File: src/rtl/rxb_pkg.sv
// Package: shared types for the receive word buffer.
// Assumes nothing beyond IEEE 1800-2017.
package rxb_pkg;

    // Decoded buffer operation for one clock cycle.
    typedef struct packed {
        logic push;    // append at the tail
        logic over;    // replace the newest entry (buffer full, no pop)
        logic pop;     // remove the oldest entry
    } rxb_op_t;

    // Decode the strobes against the current occupancy.
    function automatic rxb_op_t rxb_decode(input logic wr, input logic rd,
                                           input logic is_empty, input logic is_full);
        rxb_op_t op;
        op.pop  = rd && !is_empty;
        op.push = wr && (!is_full || op.pop);
        op.over = wr && is_full && !op.pop;
        return op;
    endfunction

endpackage

File: src/rtl/rxb_ptr_ctrl.sv
// Module: rxb_ptr_ctrl
// Keeps read and write pointers and the occupancy count. It decodes the
// strobes into push, overwrite and pop, and gives the memory its write
// address. Assumes DEPTH is a power of two, so the pointers wrap by overflow.
module rxb_ptr_ctrl
    import rxb_pkg::*;
#(
    parameter int DEPTH = 32,
    localparam int PTR_W = $clog2(DEPTH),
    localparam int CNT_W = PTR_W + 1
) (
    input  logic             clk,
    input  logic             rst_n,
    input  logic             wr_stb,
    input  logic             rd_stb,
    output rxb_op_t          op,
    output logic [PTR_W-1:0] waddr,
    output logic [PTR_W-1:0] raddr,
    output logic [CNT_W-1:0] cnt_q
);

    localparam logic [CNT_W-1:0] CNT_FULL = CNT_W'(DEPTH);

    logic [PTR_W-1:0] wptr_q;
    logic [PTR_W-1:0] rptr_q;
    logic             is_empty;
    logic             is_full;

    // Occupancy conditions from the registered count.
    always_comb begin
        is_empty = (cnt_q == '0);
        is_full  = (cnt_q == CNT_FULL);
    end

    // Decode strobes into the cycle's operation.
    always_comb begin
        op = rxb_decode(wr_stb, rd_stb, is_empty, is_full);
    end

    // Write address: tail slot for a push, newest slot for an overwrite.
    always_comb begin
        if (op.over) begin
            waddr = wptr_q - PTR_W'(1);
        end else begin
            waddr = wptr_q;
        end
        raddr = rptr_q;
    end

    // Advance the pointers and update the count.
    always_ff @(posedge clk) begin
        if (!rst_n) begin
            wptr_q <= '0;
            rptr_q <= '0;
            cnt_q  <= '0;
        end else begin
            if (op.push) begin
                wptr_q <= wptr_q + PTR_W'(1);
            end
            if (op.pop) begin
                rptr_q <= rptr_q + PTR_W'(1);
            end
            case ({op.push, op.pop})
                2'b10:   cnt_q <= cnt_q + CNT_W'(1);
                2'b01:   cnt_q <= cnt_q - CNT_W'(1);
                default: cnt_q <= cnt_q;
            endcase
        end
    end

endmodule

File: src/rtl/rxb_store.sv
// Module: rxb_store
// Word storage with one write port and a registered read port. The memory
// itself is not reset. Only the read register is, so the output is known
// from reset on. A read and a write to the same slot in one cycle return
// the old content.
module rxb_store #(
    parameter int WORD_W = 32,
    parameter int DEPTH  = 32,
    localparam int PTR_W = $clog2(DEPTH)
) (
    input  logic              clk,
    input  logic              rst_n,
    input  logic              we,
    input  logic [PTR_W-1:0]  waddr,
    input  logic [WORD_W-1:0] wdata,
    input  logic              re,
    input  logic [PTR_W-1:0]  raddr,
    output logic [WORD_W-1:0] rdata
);

    logic [WORD_W-1:0] mem_q [DEPTH];

    // Store the incoming word at the selected slot.
    always_ff @(posedge clk) begin
        if (we) begin
            mem_q[waddr] <= wdata;
        end
    end

    // Capture the oldest word on a pop, otherwise hold the output.
    always_ff @(posedge clk) begin
        if (!rst_n) begin
            rdata <= '0;
        end else if (re) begin
            rdata <= mem_q[raddr];
        end
    end

endmodule

File: src/rtl/rxb_flags.sv
// Module: rxb_flags
// Produces the data-ready flag and the occupancy status bits. Assumes the
// count comes from a register, so the status outputs change right after
// the clock edge that changes the count.
module rxb_flags
    import rxb_pkg::*;
#(
    parameter int DEPTH = 32,
    localparam int CNT_W = $clog2(DEPTH) + 1
) (
    input  logic             clk,
    input  logic             rst_n,
    input  rxb_op_t          op,
    input  logic [CNT_W-1:0] cnt_q,
    output logic             data_rdy,
    output logic             sts_vacant,
    output logic             sts_half,
    output logic             sts_full
);

    localparam logic [CNT_W-1:0] CNT_HALF = CNT_W'(DEPTH / 2);
    localparam logic [CNT_W-1:0] CNT_FULL = CNT_W'(DEPTH);

    // Set data-ready on any write, clear it when a pop takes the last word.
    always_ff @(posedge clk) begin
        if (!rst_n) begin
            data_rdy <= 1'b0;
        end else if (op.push || op.over) begin
            data_rdy <= 1'b1;
        end else if (op.pop && cnt_q == CNT_W'(1)) begin
            data_rdy <= 1'b0;
        end
    end

    // Occupancy status bits from the stored count.
    always_comb begin
        sts_vacant = (cnt_q == '0);
        sts_half   = (cnt_q >= CNT_HALF);
        sts_full   = (cnt_q == CNT_FULL);
    end

endmodule

File: src/rtl/rx_word_buffer.sv
// Module: rx_word_buffer
// Buffer for received data words with occupancy status. A write while
// full replaces the newest word. A pop while empty is ignored. Assumes
// DEPTH is a power of two and at least 2, and that strobes are synchronous
// to clk.
module rx_word_buffer
    import rxb_pkg::*;
#(
    parameter int WORD_W = 32,
    parameter int DEPTH  = 32,
    localparam int PTR_W = $clog2(DEPTH),
    localparam int CNT_W = PTR_W + 1
) (
    input  logic              clk,
    input  logic              rst_n,
    input  logic              wr_stb,
    input  logic [WORD_W-1:0] wr_data,
    input  logic              rd_stb,
    output logic [WORD_W-1:0] rd_data,
    output logic [CNT_W-1:0]  word_count,
    output logic              data_rdy,
    output logic              sts_vacant,
    output logic              sts_half,
    output logic              sts_full
);

    rxb_op_t          op;
    logic [PTR_W-1:0] waddr;
    logic [PTR_W-1:0] raddr;
    logic [CNT_W-1:0] cnt_q;

    rxb_ptr_ctrl #(.DEPTH(DEPTH)) u_ctrl (
        .clk    (clk),
        .rst_n  (rst_n),
        .wr_stb (wr_stb),
        .rd_stb (rd_stb),
        .op     (op),
        .waddr  (waddr),
        .raddr  (raddr),
        .cnt_q  (cnt_q)
    );

    rxb_store #(.WORD_W(WORD_W), .DEPTH(DEPTH)) u_store (
        .clk   (clk),
        .rst_n (rst_n),
        .we    (op.push || op.over),
        .waddr (waddr),
        .wdata (wr_data),
        .re    (op.pop),
        .raddr (raddr),
        .rdata (rd_data)
    );

    rxb_flags #(.DEPTH(DEPTH)) u_flags (
        .clk        (clk),
        .rst_n      (rst_n),
        .op         (op),
        .cnt_q      (cnt_q),
        .data_rdy   (data_rdy),
        .sts_vacant (sts_vacant),
        .sts_half   (sts_half),
        .sts_full   (sts_full)
    );

    // Bring the count out at the ports.
    always_comb begin
        word_count = cnt_q;
    end

endmodule

File: config.mk
export PLATFORM = sky130hd
export DESIGN_NAME = rx_word_buffer
export DESIGN_NICKNAME = d
export VERILOG_FILES = /design/src/rtl/rxb_pkg.sv /design/src/rtl/rxb_ptr_ctrl.sv /design/src/rtl/rxb_store.sv /design/src/rtl/rxb_flags.sv /design/src/rtl/rx_word_buffer.sv
export SDC_FILE = /design/constraint.sdc
export NUM_CORES = 1
export LEC_CHECK = 0
export BUFFER_PORTS_ARGS = -buffer_cell sky130_fd_sc_hd__buf_2
export CAP_MARGIN = 20
export CORE_ASPECT_RATIO = 1.2
export CORE_UTILIZATION = 50
export CTS_CLUSTER_SIZE = 24
export DETAILED_ROUTE_END_ITERATION = 8
export MAX_ROUTING_LAYER = met4
export PLACE_DENSITY = 0.69
export SETUP_SLACK_MARGIN = 0.15
export SYNTH_ARGS = -nofsm -noshare
export SYNTH_HDL_FRONTEND = slang
export SYNTH_SLANG_ARGS = --single-unit
File: constraint.sdc
create_clock -name clk -period 4.85 [get_ports clk]
set_input_delay 0.485 -clock clk [delete_from_list [all_inputs] [get_ports clk]]
set_output_delay 0.485 -clock clk [all_outputs]
set_load 0.005 [all_outputs]
==> summary.md, run 1 <==
| Metric | Value |
|---|---|
| Netlist cell types | `57` |
| # H-tree levels | `3` |
| Setup Skew | `between 0.02 and 0.025 ns` |
| Die X | `264 um` |
| Die height | `roughly 320 um` |
| Initial antenna violation count | `5` |
| Clk sink count | `roughly 1100` |
| Max cap viols | `0` |
| Mean area per synthesized cell | `21.2 um2` |
| Number of enable flip-flop cells after synthesis | `between 1000 and 1500` |
| RSZ-0062 raised after global routing | `false` |
| Global-route wire length before repair | `between 100000 and 150000 um` |
| Async SR Flop Fraction | `0%` |
| Cell taking the most area after synthesis | `edfxtp_1` |
| Clock Tree Root | `clkbuf_16` |
| Period utilisation layout | `77.6%` |
| Worst-Margin Slew | `1.14 ns` |
| Leakage | `between 10 and 15 nW` |
| Final hold vios | `0` |
| Setup TNS | `0 ns` |
| CTS tree | `done` |
| GRT Resource Usage Total | `about a quarter` |
| # DRC | `0` |
| Detailed-route via count | `20200` |
| Synthesis-to-layout area growth | `12.7%` |
| Worst min-delay path category | `in -> reg` |
| Power Density | `~470 nW/um2` |
| Longest Clk Path Bufs | `3` |
| Num CTS Buffers | `94` |
| # setup viols final | `0` |
| CP Class | `reg -> reg` |
| Post-CTS resize count | `0` |
| Relative slew slack | `24.3%` |
| Power Total | `about 0.022 W` |
| GRT overflow | `0` |
| Initial core utilization | `between 50% and 60%` |
| Post-DP HPWL | `53700 um` |
| Clk pin slew, worst setup/hold paths | `0.06 ns` |
| Mapped Area | `between 40000 and 50000 um2` |
| Count leader, synth | `edfxtp_1` |
| Crit. End Element | `flop` |
| Syn_nets | `between 1500 and 2000` |
| Placement Rows | `roughly 110` |
| WL per Instance | `approximately 30 um` |
| Worst path arrival time | `roughly 4 ns` |
| Setup repair bufs after CTS | `0` |
| Final Routed Wirelength | `about 95000 um` |
| Worst skew pair latency | `between 0.6 and 0.7 ns` |
| I/O Buffers | `between 70 and 80` |
| Peak supply drop | `roughly 310 uV` |
| Hold Buf Count CTS | `0` |
| Share of cells above drive strength 1 | `between 20% and 30%` |
| #FFs+latches synth | `between 1000 and 1500` |
| Routability Congestion | `0.855` |
| Post-Synthesis Cells | `~1900` |
| Worst hold slack | `between 0.15 and 0.2 ns` |
| Tmin final | `roughly 3.8 ns` |
| Warnings from Yosys | `0` |
| DRT iter0 DRCs | `2085` |
| Router iterations before antenna repair | `8` |
| Post-synthesis sequential area ratio | `77.2%` |
| Run status | `finished clean` |
| Crit path max fanout | `23` |
| Data required, critical path | `approximately 5.2 ns` |
| Pin count of the biggest net entering global routing | `110` |
| Die ar. | `roughly 83000 um2` |
| Max-slew violation count | `0` |
| Fmax | `between 200 and 300 MHz` |
| Post-layout util | `around 57%` |
| I/O pins | `roughly 80` |
| Ys flop type | `edfxtp_1` |
| Core Region | `just over 80000 um2` |
| Drt via density | `6.34` |
| Worst Reg-to-Reg Cells | `8` |
| Hold path depth | `3` |
| Vias in the first global route | `about 21000` |
| Synth area leaders | `edfxtp_1, mux4_2, mux2i_1` |
| Commonest cells in the netlist | `edfxtp_1, mux4_2, mux2i_1` |
| Synth top area share | `approximately 75%` |
| Fin nets | `2100` |
| Type of origin of the critical path | `flop` |
| Routed Antenna Nets | `0` |
==> kinds of logic after synthesis <==
logic type               count (synthesis)  synth area share, %
AO/OA/AOI/OAI                          239                 4.86
buffers and inverters                  135                 1.68
XOR/XNOR                                12                0.256
flip-flops                            1073                 77.2
adder cells (fa/ha/maj)                  7                0.213
multiplexers                           329                 13.9
AND/OR/NAND/NOR                        145                 1.96
==> routing by layer <==
metal	wire, um	share of wire (%)	global-route usage, %	vias up
met1	36900	39	29.5	10800
met4	2580	2.7	7.73	0
met5	0	0	-	-
li1	-	-	-	8461
met3	6260	6.6	3.48	160
met2	49000	52	40.2	787
==> stage by stage <==
step	cell area [um2]	cells	setup WS (ns)
after floorplan	41100	1940	0.0223
after global placement	43200	3005	1.25
after detailed placement	43200	3005	1.16
after CTS	46300	3179	1.12
after global routing	46300	3181	0.892
final	46300	3182	1.09
==> layout make-up <==
cell class | instances | area [um2]
fillers | 5775 | 34700
flip-flops and latches | 1073 | 31700
multi-input cells | 732 | 9040
clock buffers | 126 | 2640
well taps | 1044 | 1310
repair buffers | 146 | 1070
clock inverters | 48 | 508
inverters | 10 | 37.5
diodes | 3 | 7.51
==> placed cells by master (no fill, tap or decap), types with 8 or more instances in the layout <==
cell          n
clkbuf_1     18
a211oi_4     17
nor3b_2       8
buf_4        56
clkinv_1     14
edfxtp_1   1024
a22o_1       31
a2111o_1     31
o22a_1       32
o22ai_1      32
clkbuf_8     12
buf_2        77
buf_12       13
bufinv_16    10
a32o_1       32
nand2_1      38
clkbuf_16    96
a22oi_1      31
clkinv_2     18
mux4_2      192
mux2i_1     135
nand4_1      32
dfxtp_1      45
nor3_2        8
inv_1         9
nor2_1       21
==> registers in the layout, indices dropped and copies added (netlist names) <==
name	cells
u_ctrl.wptr_q	5
u_flags.data_rdy	1
u_ctrl.cnt_q	6
u_store.rdata	32
u_store.mem_q	1024
u_ctrl.raddr	5
==> where the power goes <==
group	internal (W)	switching, W
clock	0.00435	0.00320
combinational	0.00180	0.00189
sequential	0.0103	0.000204
total	0.0165	0.00529
==> final timing paths <==
| check | from | slack (ns) | end |
|---|---|---|---|
| max | u_ctrl.cnt_q[1] | 1.09 | u_store.mem_q[14][0] |
| min | wr_stb | 0.19 | u_flags.data_rdy |
| max reg2reg | u_ctrl.cnt_q[1] | 1.09 | u_store.mem_q[14][0] |
| min reg2reg | u_store.rdata[30] | 0.47 | u_store.rdata[30] |
==> worst max-delay path, stage by stage, from the launching register on <==
cell	delay, ns
dfxtp_1	0.35
inv_1	0.12
ha_1	0.27
nor4bb_1	0.34
buf_4	0.23
nand4_2	0.19
or4b_1	0.89
a211oi_4	0.74
buf_12	0.30
No activity file was read; power rests on OpenSTA's default activity.
==> run 2, diff against run 1 <==
Settings changed: PLACE_DENSITY 0.69 to 0.67.
Clock period 4.85 ns to 3.63 ns, I/O delays scaled along.
==> run 2 against run 1 <==
Compared with the run above: sequential share of layout area is 1.2 points lower; clock-buffer cell count is 9 lower; final cell count is 1.6% higher; fmax is 14% higher; hold slack worse by 0.13 ns; utilization is 1.0 points higher; wire length is 6.7% higher; critical endpoint is now u_ctrl.cnt_q[5]; largest power group unchanged; highest routed layer unchanged.
==> summary.md, run 2 (same netlist as run 1, synthesis figures left out) <==
| Metric | Value |
|---|---|
| Relative slew slack | `between 30% and 40%` |
| Critical R2R Capture | `u_ctrl.cnt_q[5]` |
| Setup repair bufs after CTS | `0` |
| Worst min-delay path category | `in -> reg` |
| Worst Reg-to-Reg Cells | `9` |
| Placement Rows | `around 110` |
| Register name with the most flops | `u_store.mem_q` |
| Routability Congestion | `between 0.8 and 0.9` |
| Run status | `finished clean` |
| Max-slew violation count | `0` |
| R2R Path Start | `u_ctrl.cnt_q[1]` |
| Vias in the first global route | `just over 20000` |
| Power Density | `~640 nW/um2` |
| Max FFs per register | `1024` |
| Die X | `about 260 um` |
| GRT overflow | `0` |
| Core Region | `between 80000 and 90000 um2` |
| Final instance area | `about 47000 um2` |
| Reg2Reg Setup Slack | `0.33 ns` |
| Data required, critical path | `between 4 and 5 ns` |
| # DRC | `0` |
| Die height | `316 um` |
| CP Class | `reg -> reg` |
| Global-route wire length before repair | `approximately 150000 um` |
| GRT Resource Usage Total | `roughly a quarter` |
| Share of cells above drive strength 1 | `between 20% and 30%` |
| Commonest non-fill, non-tap cell in the layout | `edfxtp_1` |
| CTS tree | `done` |
| Clock Tree Root | `clkbuf_16` |
| Longest Clk Path Bufs | `3` |
| Type of origin of the critical path | `flop` |
| DRT iter0 DRCs | `around 1900` |
| Crit. End Element | `flop` |
| Routed Antenna Nets | `0` |
| Hold_sp | `wr_stb` |
| Crit path max fanout | `8` |
| Initial core utilization | `between 50 and 60%` |
| Num CTS Buffers | `100` |
| Synthesis-to-layout area growth | `14.8%` |
| Hold endpoint | `u_flags.data_rdy` |
| Leakage | `roughly 15 nW` |
| I/O Buffers | `77` |
| Setup Skew | `approximately 0.073 ns` |
| Detailed-route via count | `20400` |
| Clk sink count | `1073` |
| Pin count of the biggest net entering global routing | `64` |
| Drt via density | `between 6 and 7` |
| Hold Buf Count CTS | `0` |
| Die ar. | `83400 um2` |
| Largest regs | `u_store.mem_q: 1024 flops, u_store.rdata: 32 flops, u_ctrl.cnt_q: 6 flops` |
| Fmax | `between 300 and 400 MHz` |
| Clk pin slew, worst setup/hold paths | `roughly 0.060 ns` |
| Peak supply drop | `about 410 uV` |
| Fin nets | `roughly 2100` |
| Area of placed instances | `between 40000 and 50000 um2` |
| Setup TNS | `0 ns` |
| Final hold vios | `0` |
| Max cap viols | `0` |
| I/O pins | `78` |
| RSZ-0062 raised after global routing | `false` |
| Power Total | `between 0.03 and 0.04 W` |
| Commonest cells after routing, fill and taps aside | `edfxtp_1, mux4_2, mux2i_1` |
| Final Routed Wirelength | `~100000 um` |
| Worst-Margin Slew | `just under 1 ns` |
| Post-layout util | `58.2%` |
| Post-DP HPWL | `about 61000 um` |
| # setup viols final | `0` |
| # H-tree levels | `3` |
| Router iterations before antenna repair | `7` |
| Worst skew pair latency | `0.72 ns` |
| Tmin final | `between 3 and 4 ns` |
| Period utilisation layout | `between 90% and 100%` |
| Worst path arrival time | `3.82 ns` |
| Hold path depth | `3` |
| Initial antenna violation count | `4` |
| WL per Instance | `between 30 and 40 um` |
-- run 2: cell types whose count changed in the layout (fill, tap and decap cells not counted), moves of 6 or more --
cell,delta
clkbuf_1,-7
clkbuf_8,-6
buf_12,+13
buf_4,+20
clkinvlp_4,+7
-- run 2: area by class of cell --
class,count,area [um2]
antenna,5,12.5
clock buffer,117,2630
clock inverter,73,890
fill,5763,33800
inverter,10,37.5
multi-input combinational,732,9080
sequential,1073,31700
tap,1044,1310
timing repair buffer,180,1490
-- run 2: power breakdown --
part           internal (W)  total (W)  switching, W  leakage (nW)
sequential           0.0138     0.0140      0.000212          9.63
clock               0.00627     0.0110       0.00471          1.69
combinational       0.00249    0.00527       0.00278          3.44
-- run 2: worst max path at each step --
| stage | from | to | slack [ns] | depth (start not counted) |
|---|---|---|---|---|
| 2_1_floorplan | u_ctrl.wptr_q[0] | u_store.mem_q[16][0] | -0.95 | 7 |
| 3_3_place_gp | u_ctrl.cnt_q[1] | u_store.mem_q[22][7] | 0.37 | 8 |
| 3_5_place_dp | u_ctrl.cnt_q[1] | u_store.mem_q[23][8] | 0.26 | 8 |
| 4_1_cts | u_ctrl.cnt_q[1] | u_store.mem_q[23][2] | 0.27 | 8 |
| 5_1_grt | u_ctrl.cnt_q[1] | u_ctrl.cnt_q[5] | 0.18 | 9 |
| 6_report | u_ctrl.cnt_q[1] | u_ctrl.cnt_q[5] | 0.33 | 9 |
-- run 2: repair_timing --
action / 4_1_cts / 5_1_grt
gates resized for setup: 0 / 2
endpoints found under the setup margin: 0 / 98
hold endpoints to repair: 0 / 0
-- run 2: layer usage --
| layer | track usage (%) | wire [um] | vias up |
|---|---|---|---|
| met3 | 4.16 | 6640 | 174 |
| met1 | 30.7 | 37900 | 10900 |
| li1 | - | - | 8562 |
| met5 | - | 0 | - |
| met4 | 11.3 | 4470 | 0 |
| met2 | 42.2 | 52000 | 786 |
-- run 2: worst max-delay path, cell delays in order (launching register included) --
cell       delay [ns]
dfxtp_1          0.35
inv_1            0.11
ha_1             0.28
nand4bb_1        0.25
o21ai_1          0.51
ha_1             0.42
or4b_2           0.64
a221oi_1         0.37
xnor2_1          0.17
nor2_1           0.05
-- run 2: stage by stage --
stage	setup WS [ns]	instances	hold slack, ns
2_1_floorplan	-0.947	1940	0.462
3_3_place_gp	0.370	3038	0.461
3_5_place_dp	0.265	3038	0.458
4_1_cts	0.266	3228	0.0361
5_1_grt	0.182	3233	0.0734
6_report	0.335	3234	0.0605
